File: config.mk
export PLATFORM = sky130hd
export DESIGN_NAME = tc_ctrl
export DESIGN_NICKNAME = d
export VERILOG_FILES = /design/src/rtl/tc_pkg.sv /design/src/rtl/tc_pick.sv /design/src/rtl/tc_line.sv /design/src/rtl/tc_ctrl.sv
export SDC_FILE = /design/constraint.sdc
export NUM_CORES = 1
export LEC_CHECK = 0
export ABC_AREA = 1
export BUFFER_PORTS_ARGS = -buffer_cell sky130_fd_sc_hd__buf_2
export CAP_MARGIN = 20
export CORE_MARGIN = 2
export CORE_UTILIZATION = 56
export CTS_CLUSTER_SIZE = 40
export DETAILED_ROUTE_END_ITERATION = 12
export GPL_TIMING_DRIVEN = 0
export PLACE_DENSITY = 0.87
export SYNTH_ARGS = -nofsm -noshare
export SYNTH_HDL_FRONTEND = slang
export SYNTH_SLANG_ARGS = --single-unit
File: constraint.sdc
create_clock -name clk_i -period 3.7 [get_ports clk_i]
set_clock_uncertainty 0.05 [all_clocks]
set_input_delay 0.185 -clock clk_i [delete_from_list [all_inputs] [get_ports clk_i]]
set_output_delay 0.185 -clock clk_i [all_outputs]
set_load 0.02 [all_outputs]
File: src/rtl/tc_pkg.sv
package tc_pkg;
  localparam int unsigned TC_MAX_TRIES = 4;
  localparam int unsigned TC_FW = $clog2(TC_MAX_TRIES + 1);
endpackage

File: src/rtl/tc_pick.sv
module tc_pick #(
  parameter  int unsigned N  = 4,
  localparam int unsigned IW = (N > 1) ? $clog2(N) : 1
) (
  input  logic [N-1:0]  req_i,
  output logic          any_o,
  output logic [IW-1:0] idx_o
);
  assign any_o = |req_i;

  // lowest index wins
  always_comb begin
    idx_o = '0;
    for (int i = N - 1; i >= 0; i--) begin
      if (req_i[i]) idx_o = IW'(i);
    end
  end
endmodule

File: src/rtl/tc_line.sv
module tc_line import tc_pkg::*; #(
  parameter  int unsigned TOK_TOTAL = 16,
  parameter  int unsigned AVG_LAT   = 8,
  parameter  int unsigned LONG_MULT = 4,
  localparam int unsigned CW        = $clog2(TOK_TOTAL + 1),
  localparam int unsigned TO_CYC    = 2 * AVG_LAT,
  localparam int unsigned LONG_CYC  = LONG_MULT * TO_CYC,
  localparam int unsigned TW        = $clog2(LONG_CYC + 1)
) (
  input  logic          clk_i,
  input  logic          rst_ni,
  input  logic          req_i,
  input  logic          req_wr_i,
  input  logic          snp_i,
  input  logic          snp_wr_i,
  input  logic          evict_i,
  input  logic          rin_i,
  input  logic [CW-1:0] rin_tok_i,
  input  logic          rin_own_i,
  input  logic          rin_dat_i,
  input  logic          grant_i,
  output logic [CW-1:0] out_tok_o,
  output logic          out_own_o,
  output logic          out_dat_o,
  output logic          issue_o,
  output logic          kind_o,
  output logic          done_o,
  output logic          pers_o,
  output logic          ovf_o,
  output logic [CW-1:0] tok_o
);
  logic [CW-1:0]    tok_q, keep, tok_n;
  logic             own_q, val_q, own_n, val_n;
  logic             act_q, wr_q, want_q, pers_q;
  logic [TW-1:0]    tmr_q, lim;
  logic [TC_FW-1:0] fail_q;
  logic [CW:0]      sum;
  logic             have_rd, have_wr, perm, rin_ok;

  assign have_rd = (tok_q != '0) && val_q;
  assign have_wr = (tok_q == CW'(TOK_TOTAL)) && val_q;
  assign perm    = wr_q ? have_wr : have_rd;

  always_comb begin
    out_tok_o = '0;
    out_own_o = 1'b0;
    out_dat_o = 1'b0;
    if (snp_i && snp_wr_i) begin
      out_tok_o = tok_q;
      out_own_o = own_q;
      out_dat_o = val_q;
    end else if (snp_i) begin
      if (own_q && val_q) begin
        out_dat_o = 1'b1;
        if (tok_q > CW'(1)) begin
          out_tok_o = CW'(1);
        end else begin
          out_tok_o = tok_q;
          out_own_o = 1'b1;
        end
      end
    end else if (evict_i && !act_q) begin
      out_tok_o = tok_q;
      out_own_o = own_q;
      out_dat_o = own_q && val_q;
    end
  end

  assign keep   = tok_q - out_tok_o;
  assign sum    = {1'b0, keep} + {1'b0, rin_tok_i};
  assign ovf_o  = rin_i && (sum > (CW+1)'(TOK_TOTAL));
  assign rin_ok = rin_i && !ovf_o;
  assign tok_n  = rin_ok ? sum[CW-1:0] : keep;
  assign own_n  = (own_q && !out_own_o) || (rin_ok && rin_own_i);
  assign val_n  = (tok_n != '0) && ((val_q && keep != '0) || (rin_ok && rin_dat_i));
  assign lim    = (fail_q == TC_FW'(TC_MAX_TRIES)) ? TW'(LONG_CYC - 1) : TW'(TO_CYC - 1);

  always_ff @(posedge clk_i or negedge rst_ni) begin
    if (!rst_ni) begin
      tok_q  <= '0;
      own_q  <= 1'b0;
      val_q  <= 1'b0;
      act_q  <= 1'b0;
      wr_q   <= 1'b0;
      want_q <= 1'b0;
      pers_q <= 1'b0;
      tmr_q  <= '0;
      fail_q <= '0;
    end else begin
      tok_q <= tok_n;
      own_q <= own_n;
      val_q <= val_n;
      if (act_q && perm) begin
        act_q  <= 1'b0;
        want_q <= 1'b0;
        pers_q <= 1'b0;
        tmr_q  <= '0;
        fail_q <= '0;
      end else if (!act_q) begin
        if (req_i) begin
          act_q  <= 1'b1;
          wr_q   <= req_wr_i;
          want_q <= req_wr_i ? !have_wr : !have_rd;
          tmr_q  <= '0;
          fail_q <= '0;
        end
      end else if (want_q) begin
        if (grant_i) want_q <= 1'b0;
      end else if (!pers_q) begin
        if (tmr_q == lim) begin
          tmr_q <= '0;
          if (fail_q == TC_FW'(TC_MAX_TRIES)) begin
            pers_q <= 1'b1;
          end else begin
            fail_q <= fail_q + TC_FW'(1);
            want_q <= (fail_q != TC_FW'(TC_MAX_TRIES - 1));
          end
        end else begin
          tmr_q <= tmr_q + TW'(1);
        end
      end
    end
  end

  assign issue_o = want_q;
  assign kind_o  = wr_q;
  assign done_o  = act_q && perm;
  assign pers_o  = pers_q;
  assign tok_o   = tok_q;
endmodule

File: src/rtl/tc_ctrl.sv
module tc_ctrl #(
  parameter  int unsigned NUM_LINES = 4,
  parameter  int unsigned TOK_TOTAL = 16,
  parameter  int unsigned AVG_LAT   = 8,
  parameter  int unsigned LONG_MULT = 4,
  localparam int unsigned LW        = (NUM_LINES > 1) ? $clog2(NUM_LINES) : 1,
  localparam int unsigned CW        = $clog2(TOK_TOTAL + 1)
) (
  input  logic                 clk_i,
  input  logic                 rst_ni,
  input  logic                 cpu_req_i,
  input  logic                 cpu_wr_i,
  input  logic [LW-1:0]        cpu_line_i,
  output logic [NUM_LINES-1:0] cpu_done_o,
  output logic                 bcast_valid_o,
  output logic                 bcast_wr_o,
  output logic [LW-1:0]        bcast_line_o,
  input  logic                 snp_valid_i,
  input  logic                 snp_wr_i,
  input  logic [LW-1:0]        snp_line_i,
  input  logic                 rsp_valid_i,
  input  logic [LW-1:0]        rsp_line_i,
  input  logic [CW-1:0]        rsp_tokens_i,
  input  logic                 rsp_owner_i,
  input  logic                 rsp_data_i,
  output logic                 out_valid_o,
  output logic [LW-1:0]        out_line_o,
  output logic [CW-1:0]        out_tokens_o,
  output logic                 out_owner_o,
  output logic                 out_data_o,
  output logic                 out_to_mem_o,
  input  logic                 evict_i,
  input  logic [LW-1:0]        evict_line_i,
  output logic [NUM_LINES-1:0] escalate_o,
  output logic                 proto_err_o
);
  logic [NUM_LINES-1:0]         issue_v, kind_v, ovf_v, oown_v, odat_v, ov_v, grant_v;
  logic [NUM_LINES-1:0][CW-1:0] otok_v, line_tok;
  logic                         evict_go;

  // network requests take the single response port first
  assign evict_go = evict_i && !snp_valid_i;

  for (genvar g = 0; g < NUM_LINES; g++) begin : g_line
    tc_line #(
      .TOK_TOTAL(TOK_TOTAL),
      .AVG_LAT  (AVG_LAT),
      .LONG_MULT(LONG_MULT)
    ) u_line (
      .clk_i    (clk_i),
      .rst_ni   (rst_ni),
      .req_i    (cpu_req_i && (cpu_line_i == LW'(g))),
      .req_wr_i (cpu_wr_i),
      .snp_i    (snp_valid_i && (snp_line_i == LW'(g))),
      .snp_wr_i (snp_wr_i),
      .evict_i  (evict_go && (evict_line_i == LW'(g))),
      .rin_i    (rsp_valid_i && (rsp_line_i == LW'(g))),
      .rin_tok_i(rsp_tokens_i),
      .rin_own_i(rsp_owner_i),
      .rin_dat_i(rsp_data_i),
      .grant_i  (grant_v[g]),
      .out_tok_o(otok_v[g]),
      .out_own_o(oown_v[g]),
      .out_dat_o(odat_v[g]),
      .issue_o  (issue_v[g]),
      .kind_o   (kind_v[g]),
      .done_o   (cpu_done_o[g]),
      .pers_o   (escalate_o[g]),
      .ovf_o    (ovf_v[g]),
      .tok_o    (line_tok[g])
    );
    assign ov_v[g] = otok_v[g] != '0;
  end

  tc_pick #(.N(NUM_LINES)) u_bc_pick (
    .req_i(issue_v),
    .any_o(bcast_valid_o),
    .idx_o(bcast_line_o)
  );

  assign grant_v    = bcast_valid_o ? (NUM_LINES'(1) << bcast_line_o) : '0;
  assign bcast_wr_o = kind_v[bcast_line_o];

  tc_pick #(.N(NUM_LINES)) u_out_pick (
    .req_i(ov_v),
    .any_o(out_valid_o),
    .idx_o(out_line_o)
  );

  always_comb begin
    out_tokens_o = '0;
    out_owner_o  = 1'b0;
    out_data_o   = 1'b0;
    for (int i = 0; i < NUM_LINES; i++) begin
      out_tokens_o = out_tokens_o | otok_v[i];
      out_owner_o  = out_owner_o | oown_v[i];
      out_data_o   = out_data_o | odat_v[i];
    end
  end

  assign out_to_mem_o = out_valid_o && !snp_valid_i;
  assign proto_err_o  = |ovf_v;
endmodule

==> results of run 1 <==
## cell type report
type	instances	share of cell area, %
Sequential cell	84	24.4
Clock inverter	6	0.739
Buffer	12	1.22
Timing Repair Buffer	84	6.37
Inverter	197	8.62
Tap cell	172	2.49
Clock buffer	10	2.77
Multi-Input combinational cell	747	53.4
## Yosys cell counts, types with 2 or more instances
cell type / instances
o21ai_1: 10
inv_2: 7
nor2_2: 12
o21a_1: 7
o21ai_0: 51
a21oi_1: 38
and2_1: 4
nand3b_1: 2
nor3b_1: 4
inv_1: 188
or2_1: 3
ha_1: 48
nand2_2: 11
nand2_4: 7
a21oi_2: 2
nor4_1: 4
o311ai_0: 2
buf_4: 9
nor3_1: 10
nand3_2: 8
xor2_1: 20
o21ai_2: 4
o22ai_1: 11
nand4_1: 38
dfrtp_1: 84
nor3_4: 3
nor3_2: 6
nand3_1: 86
a32oi_1: 2
nand2_1: 238
a22oi_1: 2
nor2_1: 95
or2_2: 5
fa_1: 8
## registers in the layout, indices dropped and copies added, names as in the netlist
| signal | count |
|---|---|
| g_line.u_line.tmr_q | 28 |
| g_line.u_line.issue_o | 4 |
| g_line.u_line.own_q | 4 |
| g_line.u_line.pers_o | 4 |
| g_line.u_line.kind_o | 4 |
| g_line.u_line.act_q | 4 |
| g_line.u_line.tok_o | 20 |
| g_line.u_line.fail_q | 12 |
| g_line.u_line.val_q | 4 |
## power by group through the flow
stage / clock (W) / combinational [W] / sequential [W]
floorplan: 0 / 0.00335 / 0.00148
global route: 0.000971 / 0.00587 / 0.00159
finish: 0.000923 / 0.00521 / 0.00155
CTS: 0.000935 / 0.00472 / 0.00154
detailed placement: 0 / 0.00422 / 0.00157
global placement: 0 / 0.00408 / 0.00155
## kinds of logic (layout without fill, tap and decap cells)
family,Yosys count,after routing
adders and majority gates,56,56
DFF,84,84
xor gates and xnor gates,21,21
buffers and inverters,209,309
AOI/OAI and AO/OA,132,132
and+or+nand+nor,538,538
## cells in the final DEF, fill, tap and decap left out, types with 18 or more instances in the layout
master	netlist	layout
nand2_2	11	32
a21oi_1	38	29
nand3_1	86	83
nand2_1	238	215
ha_1	48	39
o21ai_0	51	48
dfrtp_1	84	78
buf_4	9	45
nor2_2	12	18
nor2_1	95	87
buf_2	1	44
inv_1	188	178
nand4_1	38	38
## through the flow
stage,setup TNS (ns),instance area [µm²],utilization [%]
6_report,-0.537,8640,68.7
5_1_grt,-2.79,8640,68.7
4_1_cts,-0.188,8350,66.4
3_5_place_dp,-5.56,7670,61.0
3_3_place_gp,-4.02,7640,60.8
2_1_floorplan,0,7190,-
## per-layer routing
layer  track usage (%)  vias to the layer above
met2              43.8                      276
met4              12.5                        0
met5                 0                        -
met3              3.31                       67
met1              34.2                     3296
li1                  -                     3548
## worst register-to-register path, stage by stage (launching register included)
cell,delay [ns]
dfrtp_2,0.43
nor4_4,0.30
nand3_1,0.17
nand2_2,0.13
inv_2,0.06
nor2_4,0.11
inv_2,0.06
fa_2,0.43
a21oi_2,0.17
nor2_1,0.10
nor2_1,0.20
nand4_1,0.13
nand2_2,0.13
inv_2,0.06
ha_4,0.30
nand2_4,0.06
nor3b_2,0.17
nor2_2,0.06
buf_4,0.15
nand3_4,0.12
nand2_2,0.07
nand2_2,0.09
nand3_2,0.08
nor2_2,0.07
nor2_1,0.04
## worst max path at each step
stage / endpoint / depth (start not counted) / slack (ns)
global route: proto_err_o / 21 / -0.52
global placement: g_line[1].u_line.val_q$_DFF_PN0_ / 22 / -0.41
CTS: proto_err_o / 23 / -0.11
finish: proto_err_o / 21 / -0.36
detailed placement: g_line[0].u_line.val_q$_DFF_PN0_ / 25 / -0.44
floorplan: g_line[1].u_line.val_q$_DFF_PN0_ / 22 / 0.13
## repair_timing
item / in CTS / in global routing
gates resized for setup: 54 / 53
endpoints found under the setup margin: 28 / 29
hold buffers: 1 / 0
gates cloned: 0 / 0
pin swaps: 26 / 38
buffers inserted: 22 / 15
hold endpoints to repair: 20 / 0
==> metrics, run 1 <==
core area 12600 µm²; FFs w/ async S/R, synth 100%; IO buf count 46; final period utilization 110%; Sw Pwr 0.00395 W; worst reg-to-reg setup slack -0.15 ns; fraction of layout cells with a size suffix above 1 23.5%; top sig layer met4; failing checks setup timing; Final Max Tran Viols 0; sw frac 51.4%; met1 wire length 7.73 mm; Yosys top cell by area dfrtp_1; multi-input logic area 4610 µm²; crit path capture type output port; largest family of logic cells by synthesized area simple AND/OR/NAND/NOR gates; worst-path cell chain nor4_4 -> nand3_1 -> nand2_2 -> inv_2 -> nor2_4 -> inv_2 -> fa_2 -> a21oi_2 -> nor2_1 -> nor2_1 -> nand4_1 -> nand2_2 -> inv_2 -> ha_4 -> nand2_4 -> nor3b_2 -> nor2_2 -> nand2_1 -> nand2_1 -> nand4_1 -> buf_6; Comb pwr share 67.8%; CP max FO 4; Reg-to-Reg End g_line[1].u_line.val_q$_DFF_PN0_; Die Wd 117 µm; DR vias 7187; synth unique cells 45; hold endpoint g_line[3].u_line.val_q$_DFF_PN0_; dpl cells 1259; # rows 41; number of global-route vias before repair 6722; largest net degree at the start of global routing 65; Final ANT Viol Nets 0; origin of the critical flop-to-flop path g_line[1].u_line.tok_o[1]$_DFF_PN0_; ant diodes 0; post-synthesis mux area share 0%; Slew HR 63.0%; Total Routing Usage GR 26.3%; worst vdd ir 0.000817 V; Min-Delay Path Class in2reg; WP buf/inv 4; CTS Root Cell clkbuf_16; Crit path max-delay family simple AND/OR/NAND/NOR gates; I/O pins 47; Post-Syn Instances 1040; initial antenna violation count 0; slowest cell delay on critical path 0.43 ns; register area share after synthesis 29.2%; Synth Area in Simple Gates 35.5%; hold path start rsp_data_i; drt wl/cell 14.0 µm; dpl ws -0.443 ns; clk sinks 84; FF+latch count, synth 84; top-area cell type share of the netlist area 29.2%; Worst EP arrival 3.82 ns; XOR/XNOR share of the synthesized area 2.66%; Final Total Pwr 0.00769 W; worst setup path class reg2out; pwr/cell area 890 nW/µm²; Post-synth EDFFs 0; clock share of power 12.0%; Syn Nets 1119; initial core utilization 57.2%; top post-synthesis cells by area dfrtp_1 29%, nand2_1 12%, inv_1 9.8%; synthesized area 7190 µm²; drt via density 5.48; filler-free cell count of the finished design 1312; Final Setup Violations 4; status finished with violations; global route total overflow 0; post-DP HPWL 13.0 mm; Worst-Skew Late Latency 0.35 ns; routed wl met3 1.09 mm; P_int 0.00374 W; critical path's most frequent cell inv_2; sequential cell area 2110 µm²; CTS max path bufs 2; top_reg_cell synth dfrtp_1; H-tree Lvls 3; yosys warns 0; Post-Synth Adder-Cell Area 10.6%; final WL 18.4 mm; final hold slack 0.148 ns; slew at the pin closest to its max-slew limit 0.552 ns; cts bufs inserted 9; leakage power 4.41 nW; Fmax 0.247 GHz; First-pass DRT Iterations 6; GP Congestion 0.930; hold path cells 5; Reg2Reg Depth 24; CP max stage cell dfrtp_2; Die H 117 µm; Flop pwr share 20.2%; CTS tree built; RSZ-0062 raised after global routing yes; Hold Vio Cnt, Final 0; PnR worst setup slack -0.357 ns; first-pass GRT wire length 30.1 mm; met2 WL post-DR 8.88 mm; Remaining DRCs 0; CP required 3.46 ns; launch point of the worst path g_line[1].u_line.tok_o[1]$_DFF_PN0_; Fill cells 954; Reg clk slew, reported paths 0.06 ns; # Max-Cap Violations 0; Synth Area in Compound Gates 10.3%; CP Launch Type flop; initial DRC count 543; Nets 1214; die area 13800 µm²; syn avg cell area 6.92 µm²; P&R area growth vs syn 20.1%; minimum clock period 4.06 ns
No activity file was read; power rests on OpenSTA's default activity.
==> inputs of run 2 (changes only) <==
--- a/config.mk
+++ b/config.mk
@@ -17,3 +17,4 @@
 export SYNTH_ARGS = -nofsm -noshare
 export SYNTH_HDL_FRONTEND = slang
 export SYNTH_SLANG_ARGS = --single-unit
+export TNS_END_PERCENT = 10
==> metrics, run 2 (synthesized netlist as in run 1, its figures left out) <==
status finished with violations; failing checks setup timing; core area 12600 µm² (unchanged); RSZ-0062 raised after global routing yes; max FFs per register 28 (unchanged); Final Setup Violations 7 (+3); Final ANT Viol Nets 0 (unchanged); number of global-route vias before repair 6722 (unchanged); CTS Root Cell clkbuf_16; Nets 1206 (-0.66%); Total Routing Usage GR 26.3% (unchanged); final hold slack 0.151 ns (+0.00293 ns); most frequent cells in the layout 226 x nand2_1, 179 x inv_1, 88 x nor2_1; CP required 3.46 ns (about the same); dpl ws -0.443 ns (unchanged); Min-Delay Path Class in2reg; CP max FO 4 (unchanged); IO buf count 46 (unchanged); post-DP HPWL 13.0 mm (unchanged); drt wl/cell 13.8 µm (-1.4%); initial core utilization 57.2% (unchanged); launch point of the worst path g_line[1].u_line.tok_o[1]$_DFF_PN0_; pwr/cell area 880 nW/µm² (-1.1%); worst setup path class reg2out; fraction of layout cells with a size suffix above 1 20.9% (-2.6 points); die area 13800 µm² (unchanged); minimum clock period 3.98 ns (-0.0783 ns); final instance area 8490 µm² (-1.7%); Worst-Skew Late Latency 0.35 ns (about the same); leakage power 4.37 nW (-0.83%); final WL 18.0 mm (-2.0%); Fill cells 984 (+3.1%); drt via density 5.47 (-0.18%); clk sinks 84 (unchanged); GP Congestion 0.930 (unchanged); First-pass DRT Iterations 5 (-1); global route total overflow 0 (unchanged); final core occ 67.6% (-1.2 points); slew at the pin closest to its max-slew limit 0.539 ns (-0.0127 ns); DR vias 7130 (-0.79%); origin of the critical flop-to-flop path g_line[1].u_line.tok_o[1]$_DFF_PN0_; Remaining DRCs 0 (unchanged); Slew HR 63.6% (+0.59 points); P&R area growth vs syn 18.0%; # Max-Cap Violations 0 (unchanged); CTS max path bufs 2 (unchanged); area post-placement 7670 µm² (unchanged); final period utilization 108% (-2.1 points); worst vdd ir 0.000787 V (-3.7%); Reg clk slew, reported paths 0.06 ns (about the same); PnR worst setup slack -0.279 ns (+0.0783 ns); # rows 41 (unchanged); initial DRC count 567 (+4.4%); crit path capture type output port; Worst EP arrival 3.74 ns (-0.08 ns); Most flops, register g_line.u_line.tmr_q; CP Launch Type flop; hold path start rsp_data_i; H-tree Lvls 3 (unchanged); Fmax 0.251 GHz (+2.0%); Final Total Pwr 0.00747 W (-2.8%); ant diodes 0 (unchanged); CTS tree built; Die H 117 µm (unchanged); Die Wd 117 µm (unchanged); Final Max Tran Viols 0 (unchanged); cts bufs inserted 9 (unchanged); I/O pins 47 (unchanged); Hold Vio Cnt, Final 0 (unchanged); most common cell after layout, fill and taps aside nand2_1; initial antenna violation count 0 (unchanged); first-pass GRT wire length 30.1 mm (unchanged); largest net degree at the start of global routing 65 (unchanged)
run 2: changes by cell type in the layout (fill, tap and decap cells not counted), moves of 2 or more:
cell and delta:
nand3_4 -2, a21oi_2 -4, ha_1 +2, buf_4 -7
ha_2 -2, nand2_1 +11, nand3_1 +2, nand2_2 -11
a21oi_1 +4
run 2: repair_timing:
item                                    in CTS  in global routing
hold buffers                                 1                  0
resized for setup                           54                 26
cloned                                       0                  0
pin swaps                                   26                 23
setup buffers                               22                  6
endpoints found under the setup margin      28                 29
endpoints found under the hold margin       20                  0
run 2: path summary, 6_finish.rpt:
path | end | slack, ns | cells past startpoint
worst max-delay path | proto_err_o | -0.28 | 21
worst min-delay path | g_line[3].u_line.val_q$_DFF_PN0_ | 0.15 | 5
worst max register to register | g_line[1].u_line.val_q$_DFF_PN0_ | -0.21 | 25
worst min register to register | g_line[3].u_line.fail_q[1]$_DFFE_PN0P_ | 0.45 | 2
max in group asynchronous | g_line[3].u_line.act_q$_DFF_PN0_ | 2.75 | 3
min in group asynchronous | g_line[2].u_line.fail_q[2]$_DFFE_PN0P_ | 0.21 | 2
run 2: layout make-up:
type / instances / area (µm²) / share of cell area [%]
timing repair buffer: 76 / 487 / 5.73
clock inverter: 6 / 63.8 / 0.752
sequential: 84 / 2110 / 24.8
buffer: 12 / 105 / 1.24
multi-input combinational: 747 / 4530 / 53.3
clock buffer: 10 / 239 / 2.81
tap: 172 / 215 / 2.53
inverter: 197 / 742 / 8.74
run 2: power breakdown:
part           total, W  internal [W]  switching, W
sequential      0.00155       0.00124      0.000316
clock          0.000924      0.000540      0.000384
combinational   0.00499       0.00188       0.00312
run 2: metrics by stage:
step                      instances  setup TNS, ns
after floorplan                1040              0
after global placement         1258          -4.02
after detailed placement       1259          -5.56
after CTS                      1298         -0.188
after global routing           1304          -4.64
final                          1304         -0.601
run 2: per-layer routing:
metal  up-vias  GRT usage [%]  wire (µm)
met5         -              0          0
met4         0           12.5        662
met3        61           3.31       1010
met2       256           43.8       8620
met1      3273           34.2       7750
li1       3540              -          -
run 2: worst max-delay path: stages, from the launching register on:
cell     delay [ns]
dfrtp_2        0.43
nor4_4         0.30
nand3_1        0.18
nand2_2        0.13
inv_2          0.06
nor2_4         0.11
inv_2          0.07
fa_2           0.43
a21oi_2        0.17
nor2_1         0.08
nor2_1         0.15
nand4_1        0.12
nand2_2        0.12
inv_2          0.05
ha_4           0.30
nand2_4        0.06
nor3b_2        0.17
nor2_2         0.06
nand2_1        0.05
nand2_1        0.06
nand4_1        0.14
buf_6          0.13
==> inputs of run 3 (changes only) <==
--- a/config.mk
+++ b/config.mk
@@ -8,7 +8,7 @@
 export ABC_AREA = 1
 export BUFFER_PORTS_ARGS = -buffer_cell sky130_fd_sc_hd__buf_2
 export CAP_MARGIN = 20
-export CORE_MARGIN = 2
+export CORE_ASPECT_RATIO = 1.1
 export CORE_UTILIZATION = 56
 export CTS_CLUSTER_SIZE = 40
 export DETAILED_ROUTE_END_ITERATION = 12
==> metrics, run 3 (synthesized netlist as in run 1, its figures left out) <==
global route total overflow 0 (unchanged); Reg clk slew, reported paths 0.06 ns (about the same); RSZ-0062 raised after global routing yes; P&R area growth vs syn 20.8%; status finished with violations; # rows 43 (+4.9%); final period utilization 107% (-0.14 points); drt via density 5.58 (+2.0%); first-pass GRT wire length 30.2 mm (+0.41%); drt wl/cell 14.7 µm (+6.2%); crit path capture type output port; TNS Setup -0.699 ns (-0.0974 ns); CTS max path bufs 2 (unchanged); die area 13300 µm² (-3.4%); final WL 19.3 mm (+7.0%); Hold Vio Cnt, Final 0 (unchanged); Worst-Skew Late Latency 0.35 ns (about the same); Final Max Tran Viols 0 (unchanged); Final Setup Violations 5 (-2); pwr/cell area 869 nW/µm² (-1.2%); minimum clock period 3.97 ns (-0.00535 ns); CTS Root Cell clkbuf_16; Die H 121 µm (+3.0%); IO buf count 46 (unchanged); Nets 1231 (+2.1%); H-tree Lvls 3 (unchanged); met1 wire length 7.88 mm (+1.7%); critical path's most frequent cell buf_4; Remaining DRCs 0 (unchanged); most common cell after layout, fill and taps aside nand2_1; top sig layer met4; GP Congestion 0.908 (-2.4%); failing checks setup timing; Total Routing Usage GR 28.9% (+2.5 points); First-pass DRT Iterations 5 (unchanged); Min-Delay Path Class in2reg; slowest cell delay on critical path 0.42 ns (about the same); met2 WL post-DR 9.56 mm (+11%); Slew HR 63.8% (+0.23 points); initial core utilization 57.1% (-0.097 points); leakage power 4.50 nW (+2.9%); clk sinks 84 (unchanged); CTS tree built; cts bufs inserted 9 (unchanged); initial DRC count 559 (-1.4%); Die Wd 110 µm (-6.2%); # Max-Cap Violations 0 (unchanged); CP required 3.46 ns (about the same); routed wl met3 1.08 mm (+7.5%); Final ANT Viol Nets 0 (unchanged); DR vias 7327 (+2.8%); Worst EP arrival 3.74 ns (about the same); initial antenna violation count 0 (unchanged); Most flops, register g_line.u_line.tmr_q; post-DP HPWL 13.0 mm (-0.53%); largest net degree at the start of global routing 46 (-29%); CP Launch Type flop; core area 12600 µm² (+0.17%); worst-path cell chain nor4_4 -> nand3_2 -> buf_4 -> buf_4 -> buf_4 -> buf_4 -> buf_4 -> buf_4 -> buf_4 -> buf_4 -> buf_4 -> buf_4 -> buf_4 -> buf_4 -> buf_4 -> buf_4 -> buf_4 -> buf_4 -> o22ai_2 -> nor2_1 -> nand2_1 -> buf_6; I/O pins 47 (unchanged); final hold slack 0.172 ns (+0.0214 ns); max FFs per register 28 (unchanged); most frequent cells in the layout 226 x nand2_1, 180 x inv_1, 87 x nor2_1; fraction of layout cells with a size suffix above 1 23.0% (+2.1 points); worst setup path class reg2out; CP max FO 2 (-2); PnR worst setup slack -0.273 ns (+0.00535 ns); number of global-route vias before repair 6760 (+0.57%); Fmax 0.252 GHz (+0.13%); worst vdd ir 0.000878 V (+12%); ant diodes 0 (unchanged); slew at the pin closest to its max-slew limit 0.542 ns (+0.00335 ns); CP max stage cell dfrtp_2
-- run 3: path summary, 6_finish.rpt --
kind                                                         from                                endpoint  slack [ns]  cells after the start
setup reg to reg                 g_line[1].u_line.val_q$_DFF_PN0_        g_line[1].u_line.val_q$_DFF_PN0_       -0.16                     25
min in group asynchronous                                  rst_ni   g_line[3].u_line.tmr_q[0]$_DFFE_PN0P_        0.31                      2
setup / recovery              g_line[1].u_line.tok_o[4]$_DFF_PN0_                             out_owner_o       -0.27                     22
max in group asynchronous                                  rst_ni     g_line[1].u_line.tok_o[1]$_DFF_PN0_        2.65                      3
hold / removal                                         rsp_data_i        g_line[3].u_line.val_q$_DFF_PN0_        0.17                      5
hold reg to reg            g_line[3].u_line.fail_q[1]$_DFFE_PN0P_  g_line[3].u_line.fail_q[1]$_DFFE_PN0P_        0.46                      2
-- run 3: cell type report --
type | count | area [µm²]
Clock buffer | 15 | 278
Sequential cell | 84 | 2110
Clock inverter | 1 | 5.00
Fill cell | 1004 | 3900
Timing Repair Buffer | 102 | 684
Inverter | 197 | 747
Tap cell | 157 | 196
Multi-Input combinational cell | 747 | 4570
Buffer | 11 | 93.8
-- run 3: where the power goes --
part           internal (W)  switching (W)  leakage [nW]
logic               0.00195        0.00316          3.28
registers           0.00124       0.000327          1.07
clock network      0.000510       0.000370         0.140
total               0.00369        0.00386          4.50
-- run 3: worst max-delay path, delay by kind of cell, from the launching register on --
family                 cells  cell delay, ns
buffers and inverters     17            2.14
AND/OR/NAND/NOR            4            0.72
flip-flops                 1            0.42
AO/OA/AOI/OAI              1            0.10
-- run 3: timing repair --
action | CTS | global route
setup endpoints to repair | 24 | 25
pin swaps | 30 | 36
setup buffers | 40 | 14
gates resized for setup | 56 | 37
hold buffers | 1 | 0
hold endpoints to repair | 39 | 0
cloned | 0 | 0
-- run 3: routing by layer --
| layer | vias to the layer above | global-route usage (%) |
|---|---|---|
| met5 | - | 0 |
| met4 | 0 | 12.9 |
| met3 | 69 | 4.24 |
| met2 | 269 | 49.3 |
| met1 | 3409 | 35.6 |
| li1 | 3580 | - |
-- run 3: per-stage QoR --
step | setup slack (ns) | utilization [%] | total power, W | cell area [µm²] | std cells
3_5_place_dp | -0.558 | 60.8 | 0.00576 | 7650 | 1244
4_1_cts | -0.100 | 67.1 | 0.00708 | 8440 | 1301
2_1_floorplan | 0.125 | - | 0.00483 | 7190 | 1040
6_report | -0.273 | 69.0 | 0.00755 | 8690 | 1314
5_1_grt | -0.416 | 69.0 | 0.00824 | 8690 | 1314
3_3_place_gp | -0.429 | 60.5 | 0.00561 | 7620 | 1243
